[config.mk]
export PLATFORM = sky130hd
export DESIGN_NAME = cmp_shadow_loader
export DESIGN_NICKNAME = d
export VERILOG_FILES = /design/src/rtl/cmp_pkg.sv /design/src/rtl/cmp_load_point.sv /design/src/rtl/cmp_write_buffer.sv /design/src/rtl/cmp_active_reg.sv /design/src/rtl/cmp_shadow_loader.sv
export SDC_FILE = /design/constraint.sdc
export NUM_CORES = 1
export LEC_CHECK = 0
export ABC_AREA = 1
export BUFFER_PORTS_ARGS = -buffer_cell sky130_fd_sc_hd__buf_4
export CAP_MARGIN = 20
export CORE_MARGIN = 10
export CORE_UTILIZATION = 40
export CTS_CLUSTER_DIAMETER = 60
export DETAILED_ROUTE_END_ITERATION = 10
export PLACE_DENSITY = 0.72
export SLEW_MARGIN = 5
export SYNTH_ARGS = -nofsm -noshare
export SYNTH_HDL_FRONTEND = slang
export SYNTH_SLANG_ARGS = --single-unit
[constraint.sdc]
create_clock -name clk -period 1.27 [get_ports clk]
set_input_delay 0.127 -clock clk [delete_from_list [all_inputs] [get_ports clk]]
set_output_delay 0.127 -clock clk [all_outputs]
set_load 0.005 [all_outputs]
[src/rtl/cmp_pkg.sv]
package cmp_pkg;
  typedef enum logic [1:0] {
    MODE_OC   = 2'b00,
    MODE_EPWM = 2'b01,
    MODE_CPWM = 2'b10,
    MODE_CPW2 = 2'b11
  } ch_mode_e;
endpackage

[src/rtl/cmp_load_point.sv]
module cmp_load_point
  import cmp_pkg::*;
#(
  parameter int CW = 16
) (
  input  logic          clk,
  input  logic          rst_n,
  input  logic [1:0]    clk_sel,
  input  ch_mode_e      mode,
  input  logic          enh_en,
  input  logic          sync_en,
  input  logic          load_ok,
  input  logic          sync_load,
  input  logic          free_run,
  input  logic          pre_tick,
  input  logic [CW-1:0] cnt_q,
  input  logic [CW-1:0] cnt_d,
  input  logic [CW-1:0] mod_val,
  input  logic [CW-1:0] init_val,
  output logic          stopped,
  output logic          fire
);
  localparam logic [CW-1:0] ALL_ONES = {CW{1'b1}};
  localparam logic [CW-1:0] ZERO     = '0;
  localparam logic [CW-1:0] ONE      = {{(CW-1){1'b0}}, 1'b1};

  logic [CW-1:0] mod_dec;
  logic          wrap_pt;
  logic          turn_pt;
  logic          cnt_pt;
  logic          sync_only;
  logic          sync_pt;

  always_comb begin
    mod_dec   = mod_val - ONE;
    stopped   = (clk_sel == 2'b00);
    wrap_pt   = free_run ? ((cnt_q == ALL_ONES) && (cnt_d == ZERO))
                         : ((cnt_q == mod_val) && (cnt_d == init_val));
    turn_pt   = (cnt_q == mod_val) && (cnt_d == mod_dec);
    unique case (mode)
      MODE_OC:   cnt_pt = pre_tick;
      MODE_EPWM: cnt_pt = pre_tick && wrap_pt;
      default:   cnt_pt = pre_tick && turn_pt;
    endcase
    sync_only = enh_en && sync_en;
    sync_pt   = sync_only && load_ok && sync_load;
    fire      = !stopped && (sync_only ? sync_pt : cnt_pt);
  end

  // a strobe without permission never opens a load
  p_sync_gate_r8: assert property (@(posedge clk) disable iff (!rst_n)
    (enh_en && sync_en && !load_ok) |-> !fire);
  // counter points are ignored in sync-only operation
  p_sync_only_r7: assert property (@(posedge clk) disable iff (!rst_n)
    (enh_en && sync_en && !sync_load) |-> !fire);
endmodule

[src/rtl/cmp_write_buffer.sv]
module cmp_write_buffer #(
  parameter int CW = 16
) (
  input  logic          clk,
  input  logic          rst_n,
  input  logic          wr_en,
  input  logic [CW-1:0] wr_data,
  input  logic          stopped,
  input  logic          fire,
  output logic          pend_q,
  output logic          load_en,
  output logic [CW-1:0] load_data
);
  logic [CW-1:0] buf_q;
  logic [CW-1:0] buf_d;
  logic          pend_d;
  logic          buf_ce;
  logic          pend_ce;

  always_comb begin
    buf_ce    = wr_en;
    buf_d     = wr_data;
    pend_ce   = wr_en || fire || stopped;
    pend_d    = wr_en && !fire && !stopped;
    load_data = wr_en ? wr_data : buf_q;
    load_en   = (stopped && wr_en) || (fire && (wr_en || pend_q));
  end

  always_ff @(posedge clk or negedge rst_n) begin
    if (!rst_n) begin
      buf_q <= '0;
    end else if (buf_ce) begin
      buf_q <= buf_d;
    end
  end

  always_ff @(posedge clk or negedge rst_n) begin
    if (!rst_n) begin
      pend_q <= 1'b0;
    end else if (pend_ce) begin
      pend_q <= pend_d;
    end
  end

  // any load leaves nothing pending
  p_pend_clear_r10: assert property (@(posedge clk) disable iff (!rst_n)
    fire |=> !pend_q);
  // a write away from a load point is held pending
  p_pend_set_r12: assert property (@(posedge clk) disable iff (!rst_n)
    (wr_en && !fire && !stopped) |=> pend_q);
endmodule

[src/rtl/cmp_active_reg.sv]
module cmp_active_reg #(
  parameter int CW = 16
) (
  input  logic          clk,
  input  logic          rst_n,
  input  logic          load_en,
  input  logic [CW-1:0] load_data,
  output logic [CW-1:0] act_q
);
  logic [CW-1:0] act_d;

  always_comb begin
    act_d = load_data;
  end

  always_ff @(posedge clk or negedge rst_n) begin
    if (!rst_n) begin
      act_q <= '0;
    end else if (load_en) begin
      act_q <= act_d;
    end
  end
endmodule

[src/rtl/cmp_shadow_loader.sv]
module cmp_shadow_loader
  import cmp_pkg::*;
#(
  parameter int CW = 16
) (
  input  logic          clk,
  input  logic          rst_n,
  input  logic          wr_en,
  input  logic [CW-1:0] wr_data,
  input  logic [1:0]    clk_sel,
  input  logic [1:0]    ch_mode,
  input  logic          enh_en,
  input  logic          sync_en,
  input  logic          load_ok,
  input  logic          sync_load,
  input  logic          free_run,
  input  logic          pre_tick,
  input  logic [CW-1:0] cnt_q,
  input  logic [CW-1:0] cnt_d,
  input  logic [CW-1:0] mod_val,
  input  logic [CW-1:0] init_val,
  output logic [CW-1:0] active_val
);
  ch_mode_e      mode;
  logic          stopped;
  logic          fire;
  logic          pend_q;
  logic          load_en;
  logic [CW-1:0] load_data;

  always_comb mode = ch_mode_e'(ch_mode);

  cmp_load_point #(.CW(CW)) u_point (
    .clk      (clk),
    .rst_n    (rst_n),
    .clk_sel  (clk_sel),
    .mode     (mode),
    .enh_en   (enh_en),
    .sync_en  (sync_en),
    .load_ok  (load_ok),
    .sync_load(sync_load),
    .free_run (free_run),
    .pre_tick (pre_tick),
    .cnt_q    (cnt_q),
    .cnt_d    (cnt_d),
    .mod_val  (mod_val),
    .init_val (init_val),
    .stopped  (stopped),
    .fire     (fire)
  );

  cmp_write_buffer #(.CW(CW)) u_buf (
    .clk      (clk),
    .rst_n    (rst_n),
    .wr_en    (wr_en),
    .wr_data  (wr_data),
    .stopped  (stopped),
    .fire     (fire),
    .pend_q   (pend_q),
    .load_en  (load_en),
    .load_data(load_data)
  );

  cmp_active_reg #(.CW(CW)) u_act (
    .clk      (clk),
    .rst_n    (rst_n),
    .load_en  (load_en),
    .load_data(load_data),
    .act_q    (active_val)
  );

  // stopped counter writes straight through
  p_direct_r2: assert property (@(posedge clk) disable iff (!rst_n)
    (clk_sel == 2'b00 && wr_en) |=> (active_val == $past(wr_data)));
  // write coinciding with a load point lands at once
  p_same_cycle_r11: assert property (@(posedge clk) disable iff (!rst_n)
    (fire && wr_en) |=> (active_val == $past(wr_data)) && !pend_q);
  // nothing pending and no write keeps the active value
  p_hold_r10: assert property (@(posedge clk) disable iff (!rst_n)
    (!pend_q && !wr_en) |=> $stable(active_val));
  // sync-only operation without a strobe keeps the active value
  p_sync_hold_r7: assert property (@(posedge clk) disable iff (!rst_n)
    (enh_en && sync_en && clk_sel != 2'b00 && !sync_load) |=> $stable(active_val));
endmodule

==> metrics.txt, run 1 <==
gr usage total 18.3%; HP Start wr_data[0]; largest buffer count on any clock path 2; dpl hpwl 7.76 mm; Initial Util 41.5%; failing checks negative setup slack; storage element area 826 sq um; footprint of the multi-input gates 0.00173 sq mm; CTS tree done; Leak 2.31 nW; global-route wire length before repair 15.4 mm; Fill cells 592; DR iter-0 viols 142; RSZ-0062 raised after global routing yes; Hold Vio Cnt, Final 0; worst-path maximum fanout 8; Worst Max-Slew Pin Slew 0.682 ns; DR WL/cell 14.1 um; final setup skew 0.00767 ns; Async SR Flop Fraction 100%; routed vias 3157; YS warnings 0; Max Slew Vio Count 0; Post-synth top cells nand2_1 (196), inv_1 (57), nor2_1 (44); R2R Path Start u_buf.pend_q; layout cells sized above 1 33.0%; post-synthesis sequential area ratio 31.0%; Worst Setup End Kind flip-flop; Final Net Count 675; antenna-violating nets left 0; mean area per synthesized cell 6.07 sq um; vias in the first global route 3286; part of the cycle the worst path needs 127%; Setup TNS Final -5.43 ns; Startpoint Class input pin; synth top area cells dfrtp_1 (31%), nand2_1 (28%), inv_1 (8.0%); #FFs+latches synth 33; non-filler instance count after layout 659; length of the first detailed-routing pass in iterations 4; synthesized area 0.00266 sq mm; core region area 0.00642 sq mm; H-Tree Level Count 2; remaining global-route overflow 0; final setup vio count 17; RePlAce Congestion 0.927; Pwr per Cell Area 815 mW/mm^2; max cap viols 0; syn_nets 533; Tot Pwr 0.00329 W; vias per cell 4.79; Yosys top cell area share 31.0%; Post-Route WL 9.27 mm; initial antenna violation count 0; final period demand of the worst path 1.61 ns; Worst EP required 1.49 ns; port bufs 108; CP arrival 1.83 ns; Hold Crit Class input pin to flip-flop; outcome finished with violations; Crit. Startpoint cnt_d[0]; DIE WIDTH 102 um; Worst-Skew Late Latency 0.28 ns; ANT cells 0; Area Overhead vs Synth 51.8%; f_max 620 MHz; DP Cell Count 647; area leader, netlist dfrtp_1; clock root cell clkbuf_8; row cnt 29; Die Ht 102 um; Peak VDD IR 0.484 mV; fin util 62.9%; fin worst setup slack -0.342 ns; post-synthesis cell type count 30; Ports 109; Reg clk slew, reported paths 0.07 ns; Die Area 0.0103 sq mm; Synth Flop Type dfrtp_1; kind of critical path input pin to flip-flop; top-count cell post-synth nand2_1; DRC viols 0; Num Clock Sinks 33; Rel. slew slack 54.4%; gate count of the mapped netlist 439; CTS Buf Count 5; maximum number of pins on one net before global-route repair 34; Post-synth EDFFs 0
-- worst max-delay path, cell delays in order --
cell and delay [ns]:
buf_4 0.11, or2_2 0.30, nor3_2 0.19, nand3_1 0.12, nor2_1 0.17, nor2_1 0.06, a21oi_1 0.17, nand2_2 0.09
nand2_4 0.13, nand2_8 0.10, nand2_8 0.13, nand2_2 0.06, nand2_1 0.06
-- flip-flops by register name, summed over array words and instances (netlist names) --
name          count
u_act.act_q      16
u_buf.buf_q      16
u_buf.pend_q      1
-- report_power, final --
part | total, W | switching, W | internal [W]
Sequential | 0.00130 | 0.0000866 | 0.00121
Combinational | 0.00123 | 0.000611 | 0.000623
Clock | 0.000765 | 0.000387 | 0.000378
-- path summary, 6_finish.rpt --
| kind | cells after the start | slack, ns | to |
|---|---|---|---|
| setup / recovery | 13 | -0.34 | u_act.act_q[8] |
| hold / removal | 3 | 0.08 | u_buf.buf_q[0] |
| setup reg to reg | 6 | -0.10 | u_act.act_q[8] |
| hold reg to reg | 2 | 0.48 | u_buf.buf_q[0] |
| max in group asynchronous | 2 | 0.65 | u_buf.buf_q[6] |
| min in group asynchronous | 2 | 0.31 | u_buf.buf_q[9] |
-- repair_timing --
| action | CTS | global route |
|---|---|---|
| gates resized for setup | 22 | 13 |
| pin swaps | 10 | 7 |
| cloned | 3 | 0 |
| setup buffers | 0 | 0 |
| hold buffers | 1 | 0 |
| hold endpoints to repair | 33 | 0 |
| endpoints found under the setup margin | 17 | 17 |
-- layout make-up --
| class | count | share of cell area (%) |
|---|---|---|
| Tap cell | 77 | 2.38 |
| Inverter | 59 | 5.91 |
| Multi-Input combinational cell | 343 | 42.8 |
| Sequential cell | 33 | 20.4 |
| Timing Repair Buffer | 139 | 26.4 |
| Clock inverter | 3 | 0.433 |
| Clock buffer | 5 | 1.70 |
-- cell families (layout without fill, tap and decap cells) --
logic type                 count (synthesis)  in the layout  synth area share (%)
and+or+nand+nor                          308            311                  49.4
buffers and inverters                     66            206                  9.82
DFF                                       33             33                  31.0
xor gates and xnor gates                  19             19                  6.81
AOI/OAI and AO/OA                         12             12                  2.54
adders and majority gates                  1              1                 0.470
-- routing by layer --
metal / global-route usage, % / part of all wire (%) / up-vias / wire [um]
met1: 23.0 / 43 / 1417 / 3980
li1: - / - / 1634 / -
met2: 29.7 / 48 / 97 / 4430
met5: 0 / 0 / - / 0
met4: 5.61 / 1.3 / 0 / 118
met3: 5.04 / 8.0 / 9 / 737
-- metrics by stage --
step | instance area (sq um) | hold WS, ns | setup slack [ns]
floorplan | 2710 | -0.169 | -0.353
global placement | 3790 | 0.0827 | -0.700
detailed placement | 3790 | 0.0879 | -0.744
CTS | 4010 | 0.0751 | -0.349
global route | 4040 | 0.0976 | -0.470
finish | 4040 | 0.0810 | -0.342
-- cells in the final DEF (no fill, tap or decap) --
| cell | n |
|---|---|
| and2_1 | 1 |
| clkinvlp_4 | 1 |
| nand2_1 | 178 |
| nand3_1 | 33 |
| nand2_2 | 20 |
| nand4_1 | 12 |
| nor2_2 | 6 |
| clkbuf_8 | 5 |
| nand3b_1 | 2 |
| nor3_2 | 2 |
| nor2_4 | 6 |
| nand2_8 | 3 |
| dlygate4sd3_1 | 1 |
| nor3_1 | 4 |
| nor2_1 | 38 |
| inv_1 | 55 |
| o21ai_0 | 2 |
| inv_6 | 1 |
| buf_8 | 1 |
| inv_2 | 2 |
| xor2_1 | 13 |
| a21oi_1 | 3 |
| and3_1 | 1 |
| o22ai_1 | 4 |
| nor4_1 | 1 |
| o21ai_1 | 2 |
| xor3_1 | 1 |
| clkinv_2 | 2 |
| ha_4 | 1 |
| o211ai_1 | 1 |
| buf_4 | 136 |
| buf_12 | 1 |
| inv_12 | 1 |
| xnor2_1 | 5 |
| dfrtp_1 | 33 |
| nand2_4 | 3 |
| or2_2 | 1 |
Note: power is estimated with default switching activity, not from simulation.
==> run 2: changes to the inputs <==
PLACE_DENSITY = default   (was 0.72)
PLACE_DENSITY_LB_ADDON = 0.25   (was default)
==> metrics.txt, run 2 (same netlist as run 1, synthesis figures left out) <==
dpl hpwl 7.51 mm (was 7.76 mm); fin worst setup slack -0.314 ns (was -0.342 ns); Place WS -0.735 ns (was -0.744 ns); switching pwr 0.00111 W (was 0.00108 W); Max Slew Vio Count 0 (unchanged); DR WL/cell 14.1 um (about the same); routed vias 3127 (was 3157); gr usage total 17.5% (was 18.3%); largest buffer count on any clock path 2 (unchanged); most frequent standard cell in the layout excluding fill and tap cells nand2_1 (unchanged); DIE WIDTH 102 um (unchanged); Setup TNS Final -4.94 ns (was -5.43 ns); routed wire length on met3 876 um (was 737 um); Hold Crit Class input pin to flip-flop (unchanged); fin util 62.2% (was 62.9%); Worst Max-Slew Pin Slew 0.624 ns (was 0.682 ns); Worst-Skew Late Latency 0.29 ns (was 0.28 ns); outcome finished with violations (unchanged); Tot Pwr 0.00331 W (was 0.00329 W); CP arrival 1.81 ns (was 1.83 ns); Die Area 0.0103 sq mm (unchanged); DP Cell Count 640 (was 647); final setup skew 0.00382 ns (was 0.00767 ns); maximum number of pins on one net before global-route repair 34 (unchanged); vias per cell 4.79 (about the same); worst-path maximum fanout 8 (unchanged); ANT cells 0 (unchanged); DR iter-0 viols 103 (was 142); Switching Share 33.5% (was 32.9%); commonest cells after routing, fill and taps aside nand2_1 (174), buf_4 (130), inv_1 (54) (was nand2_1 (178), buf_4 (136), inv_1 (55)); layout cells sized above 1 32.8% (was 33.0%); H-Tree Level Count 2 (unchanged); final period demand of the worst path 1.58 ns (was 1.61 ns); Peak VDD IR 0.494 mV (was 0.484 mV); top sig layer met4 (unchanged); internal power 0.00220 W (was 0.00221 W); row cnt 29 (unchanged); max cap viols 0 (unchanged); Hold Vio Cnt, Final 0 (unchanged); final setup vio count 17 (unchanged); Worst EP required 1.50 ns (was 1.49 ns); Fill cells 613 (was 592); RSZ-0062 raised after global routing yes (unchanged); Logic pwr share 37.2% (was 37.5%); length of the first detailed-routing pass in iterations 4 (unchanged); vias in the first global route 3173 (was 3286); initial antenna violation count 0 (unchanged); remaining global-route overflow 0 (unchanged); DRC viols 0 (unchanged); met2 wire length 4.35 mm (was 4.43 mm); port bufs 108 (unchanged); Num Clock Sinks 33 (unchanged); part of the cycle the worst path needs 125% (was 127%); antenna-violating nets left 0 (unchanged); kind of critical path input pin to flip-flop (unchanged); Startpoint Class input pin (unchanged); f_max 631 MHz (was 620 MHz); Rel. slew slack 58.3% (was 54.4%); Final Net Count 669 (was 675); sequential share of power 39.2% (was 39.3%); Leak 2.28 nW (was 2.31 nW); Initial Util 41.5% (unchanged); Worst Setup End Kind flip-flop (unchanged); Reg clk slew, reported paths 0.07 ns (about the same); Ports 109 (unchanged); Post-Route WL 9.22 mm (was 9.27 mm); CTS Buf Count 5 (unchanged); global-route wire length before repair 14.7 mm (was 15.4 mm); core region area 0.00642 sq mm (unchanged); clock root cell clkbuf_8 (unchanged); Area Overhead vs Synth 50.1% (was 51.8%); Largest regs u_act.act_q (16), u_buf.buf_q (16), u_buf.pend_q (1) (unchanged); Pwr per Cell Area 827 mW/mm^2 (was 815 mW/mm^2); met1 wire length 3.89 mm (was 3.98 mm); Clk network pwr share 23.6% (was 23.2%); Die Ht 102 um (unchanged); failing checks negative setup slack (unchanged); non-filler instance count after layout 653 (was 659); RePlAce Congestion 0.872 (was 0.927); CTS tree done (unchanged)
[run 2: metal layers]
metal  up-vias  track usage, %
li1       1626               -
met3         9            5.58
met1      1390            21.3
met4         0            3.85
met2       102            29.4
met5         -               0
[run 2: final cells by class]
class	count	area, sq um	share of cell area [%]
multi-input cells	343	1740	43.4
repair buffers	133	1020	25.4
flip-flops and latches	33	826	20.7
inverters	59	236	5.92
well taps	77	96.3	2.41
clock buffers	5	68.8	1.72
clock inverters	3	17.5	0.438
[run 2: metrics by stage]
step / hold WS, ns / cell area [sq um]
after floorplan: -0.169 / 2710
after global placement: 0.0818 / 3740
after detailed placement: 0.0862 / 3740
after CTS: 0.0786 / 3960
after global routing: 0.0879 / 4000
final: 0.0796 / 4000
[run 2: critical path, stage by stage]
cell     delay [ns]
buf_8          0.11
inv_4          0.05
ha_4           0.20
nand2_2        0.05
inv_2          0.03
nor2_1         0.07
nand2_1        0.05
nor2_1         0.10
nand2_1        0.06
nor2_1         0.08
nand3_1        0.09
nor2_1         0.10
nand3_1        0.07
nand2_1        0.08
nand2_2        0.06
nand2_4        0.13
nand2_8        0.10
nand2_8        0.14
nand2_2        0.06
nand2_1        0.06
[run 2: path summary, 6_finish.rpt]
check | start | endpoint | slack (ns) | depth (start not counted)
max in group asynchronous | rst_n | u_buf.buf_q[9] | 0.67 | 2
min in group asynchronous | rst_n | u_buf.buf_q[1] | 0.31 | 2
min | wr_data[11] | u_buf.buf_q[11] | 0.08 | 3
max | mod_val[1] | u_act.act_q[4] | -0.31 | 20
min reg2reg | u_buf.buf_q[1] | u_buf.buf_q[1] | 0.49 | 2
max reg2reg | u_buf.pend_q | u_act.act_q[4] | -0.08 | 6
[run 2: power by group through the flow]
stage / Combinational, W / Sequential (W) / Clock, W
after global routing: 0.00137 / 0.00131 / 0.000831
after CTS: 0.00122 / 0.00129 / 0.000795
after detailed placement: 0.00115 / 0.00131 / 0
final: 0.00123 / 0.00130 / 0.000781
after global placement: 0.00111 / 0.00131 / 0
after floorplan: 0.000495 / 0.00130 / 0
[run 2: what timing repair did]
item | CTS | global route
gates resized for setup | 26 | 11
cloned | 3 | 0
hold buffers | 1 | 0
pin swaps | 14 | 17
setup buffers | 0 | 1
hold endpoints to repair | 33 | 0
endpoints found under the setup margin | 17 | 17
==> run 3: changes to the inputs <==
clock period = 1.6 ns   (was 1.27 ns; I/O delays follow)
==> metrics.txt, run 3 (same netlist as run 1, synthesis figures left out) <==
outcome finished with violations (unchanged); failing checks negative setup slack (unchanged); Max Slew Vio Count 0 (unchanged); largest buffer count on any clock path 2 (unchanged); initial antenna violation count 0 (unchanged); Peak VDD IR 0.372 mV (was 0.494 mV); Pwr per Cell Area 650 mW/mm^2 (was 827 mW/mm^2); vias per cell 4.84 (was 4.79); fin util 62.2% (unchanged); DRC viols 0 (unchanged); Leak 2.29 nW (was 2.28 nW); DR iter-0 viols 105 (was 103); Worst Max-Slew Pin Slew 0.546 ns (was 0.624 ns); remaining global-route overflow 0 (unchanged); worst-path maximum fanout 8 (unchanged); CP arrival 1.82 ns (was 1.81 ns); RSZ-0062 raised after global routing yes (unchanged); layout cells sized above 1 32.6% (was 32.8%); RePlAce Congestion 0.859 (was 0.872); DR WL/cell 13.5 um (was 14.1 um); clock root cell clkbuf_8 (unchanged); Place WS -0.451 ns (was -0.735 ns); dpl hpwl 7.23 mm (was 7.51 mm); CTS tree done (unchanged); top sig layer met4 (unchanged); Tot Pwr 0.00260 W (was 0.00331 W); met1 wire length 3.33 mm (was 3.89 mm); vias in the first global route 3293 (was 3173); Die Area 0.0103 sq mm (unchanged); routed vias 3146 (was 3127); Die Ht 102 um (unchanged); kind of critical path input pin to flip-flop (unchanged); Final Net Count 666 (was 669); Reg clk slew, reported paths 0.07 ns (about the same); core region area 0.00642 sq mm (unchanged); Hold Vio Cnt, Final 0 (unchanged); hold path depth 3 (unchanged); met2 wire length 4.53 mm (was 4.35 mm); length of the first detailed-routing pass in iterations 4 (unchanged); gr usage total 17.2% (was 17.5%); global-route wire length before repair 14.6 mm (was 14.7 mm); most frequent standard cell in the layout excluding fill and tap cells nand2_1 (unchanged); Num Clock Sinks 33 (unchanged); Hold Crit Class input pin to flip-flop (unchanged); DIE WIDTH 102 um (unchanged); Worst Setup End Kind flip-flop (unchanged); Largest regs u_act.act_q (16), u_buf.buf_q (16), u_buf.pend_q (1) (unchanged); Worst-Skew Late Latency 0.29 ns (about the same); routed wire length on met3 759 um (was 876 um); commonest cells after routing, fill and taps aside nand2_1 (177), buf_4 (126), inv_1 (54) (was nand2_1 (174), buf_4 (130), inv_1 (54)); part of the cycle the worst path needs 102%; f_max 611 MHz; final setup vio count 16 (was 17); fin worst setup slack -0.0376 ns (was -0.314 ns); worst-case reg-to-reg path depth 6 (unchanged); ANT cells 0 (unchanged); Initial Util 41.5% (unchanged); Area Overhead vs Synth 50.1% (unchanged); port bufs 108 (unchanged); row cnt 29 (unchanged); CTS Buf Count 5 (unchanged); Worst EP required 1.78 ns (was 1.50 ns); final setup skew 0.00641 ns (was 0.00382 ns); Hold Slack 0.109 ns (was 0.0796 ns); max cap viols 0 (unchanged); maximum number of pins on one net before global-route repair 34 (unchanged); H-Tree Level Count 2 (unchanged); Ports 109 (unchanged); Post-Route WL 8.81 mm (was 9.22 mm); antenna-violating nets left 0 (unchanged); Startpoint Class input pin (unchanged); final period demand of the worst path 1.64 ns; Rel. slew slack 63.6% (was 58.3%)
run 3: report_power, final:
part           switching [W]  internal (W)
sequential         0.0000695      0.000959
combinational       0.000479      0.000485
clock               0.000306      0.000299
total               0.000855       0.00174
run 3: cell type report:
class | instances | area (sq um)
Clock buffer | 5 | 68.8
Timing Repair Buffer | 130 | 1010
Fill cell | 637 | 2420
Multi-Input combinational cell | 343 | 1750
Sequential cell | 33 | 826
Clock inverter | 3 | 17.5
Tap cell | 77 | 96.3
Inverter | 59 | 231
run 3: final timing paths:
kind | slack (ns) | endpoint | start
min in group asynchronous | 0.34 | u_buf.buf_q[2] | rst_n
setup / recovery | -0.04 | u_act.act_q[4] | mod_val[1]
hold reg to reg | 0.48 | u_buf.buf_q[7] | u_buf.buf_q[7]
hold / removal | 0.11 | u_buf.buf_q[9] | wr_data[9]
max in group asynchronous | 0.97 | u_buf.buf_q[8] | rst_n
setup reg to reg | 0.28 | u_act.act_q[4] | u_buf.pend_q
run 3: per-stage QoR:
| stage | TNS [ns] | instances | cell area (sq um) |
|---|---|---|---|
| detailed placement | -7.01 | 637 | 3720 |
| global route | -2.18 | 650 | 4000 |
| finish | -0.269 | 650 | 4000 |
| global placement | -6.53 | 637 | 3720 |
| CTS | -0.212 | 650 | 3940 |
| floorplan | -0.581 | 439 | 2700 |
run 3: critical path: stages:
cell and delay, ns:
buf_8 0.10, buf_12 0.11, nor2_4 0.11, buf_4 0.13, buf_4 0.10, nand3_1 0.08, nand2_1 0.07, nand2_1 0.06
inv_1 0.06, nor2_1 0.04, nand3_1 0.07, nor2_1 0.04, nand3_1 0.06, nand2_1 0.06, nand2_2 0.07, nand2_4 0.10
nand2_8 0.13, nand2_8 0.10, nand2_2 0.11, nand2_1 0.05
run 3: timing repair:
action,CTS,global route
endpoints found under the setup margin,16,16
hold buffers,1,0
hold endpoints to repair,33,0
buffers inserted,1,0
gates resized for setup,21,20
pin swaps,10,5
cloned,3,0
run 3: layer usage:
layer,track usage [%],up-vias
li1,-,1622
met5,0,-
met3,5.79,15
met2,32.1,97
met4,6.27,0
met1,17.4,1412
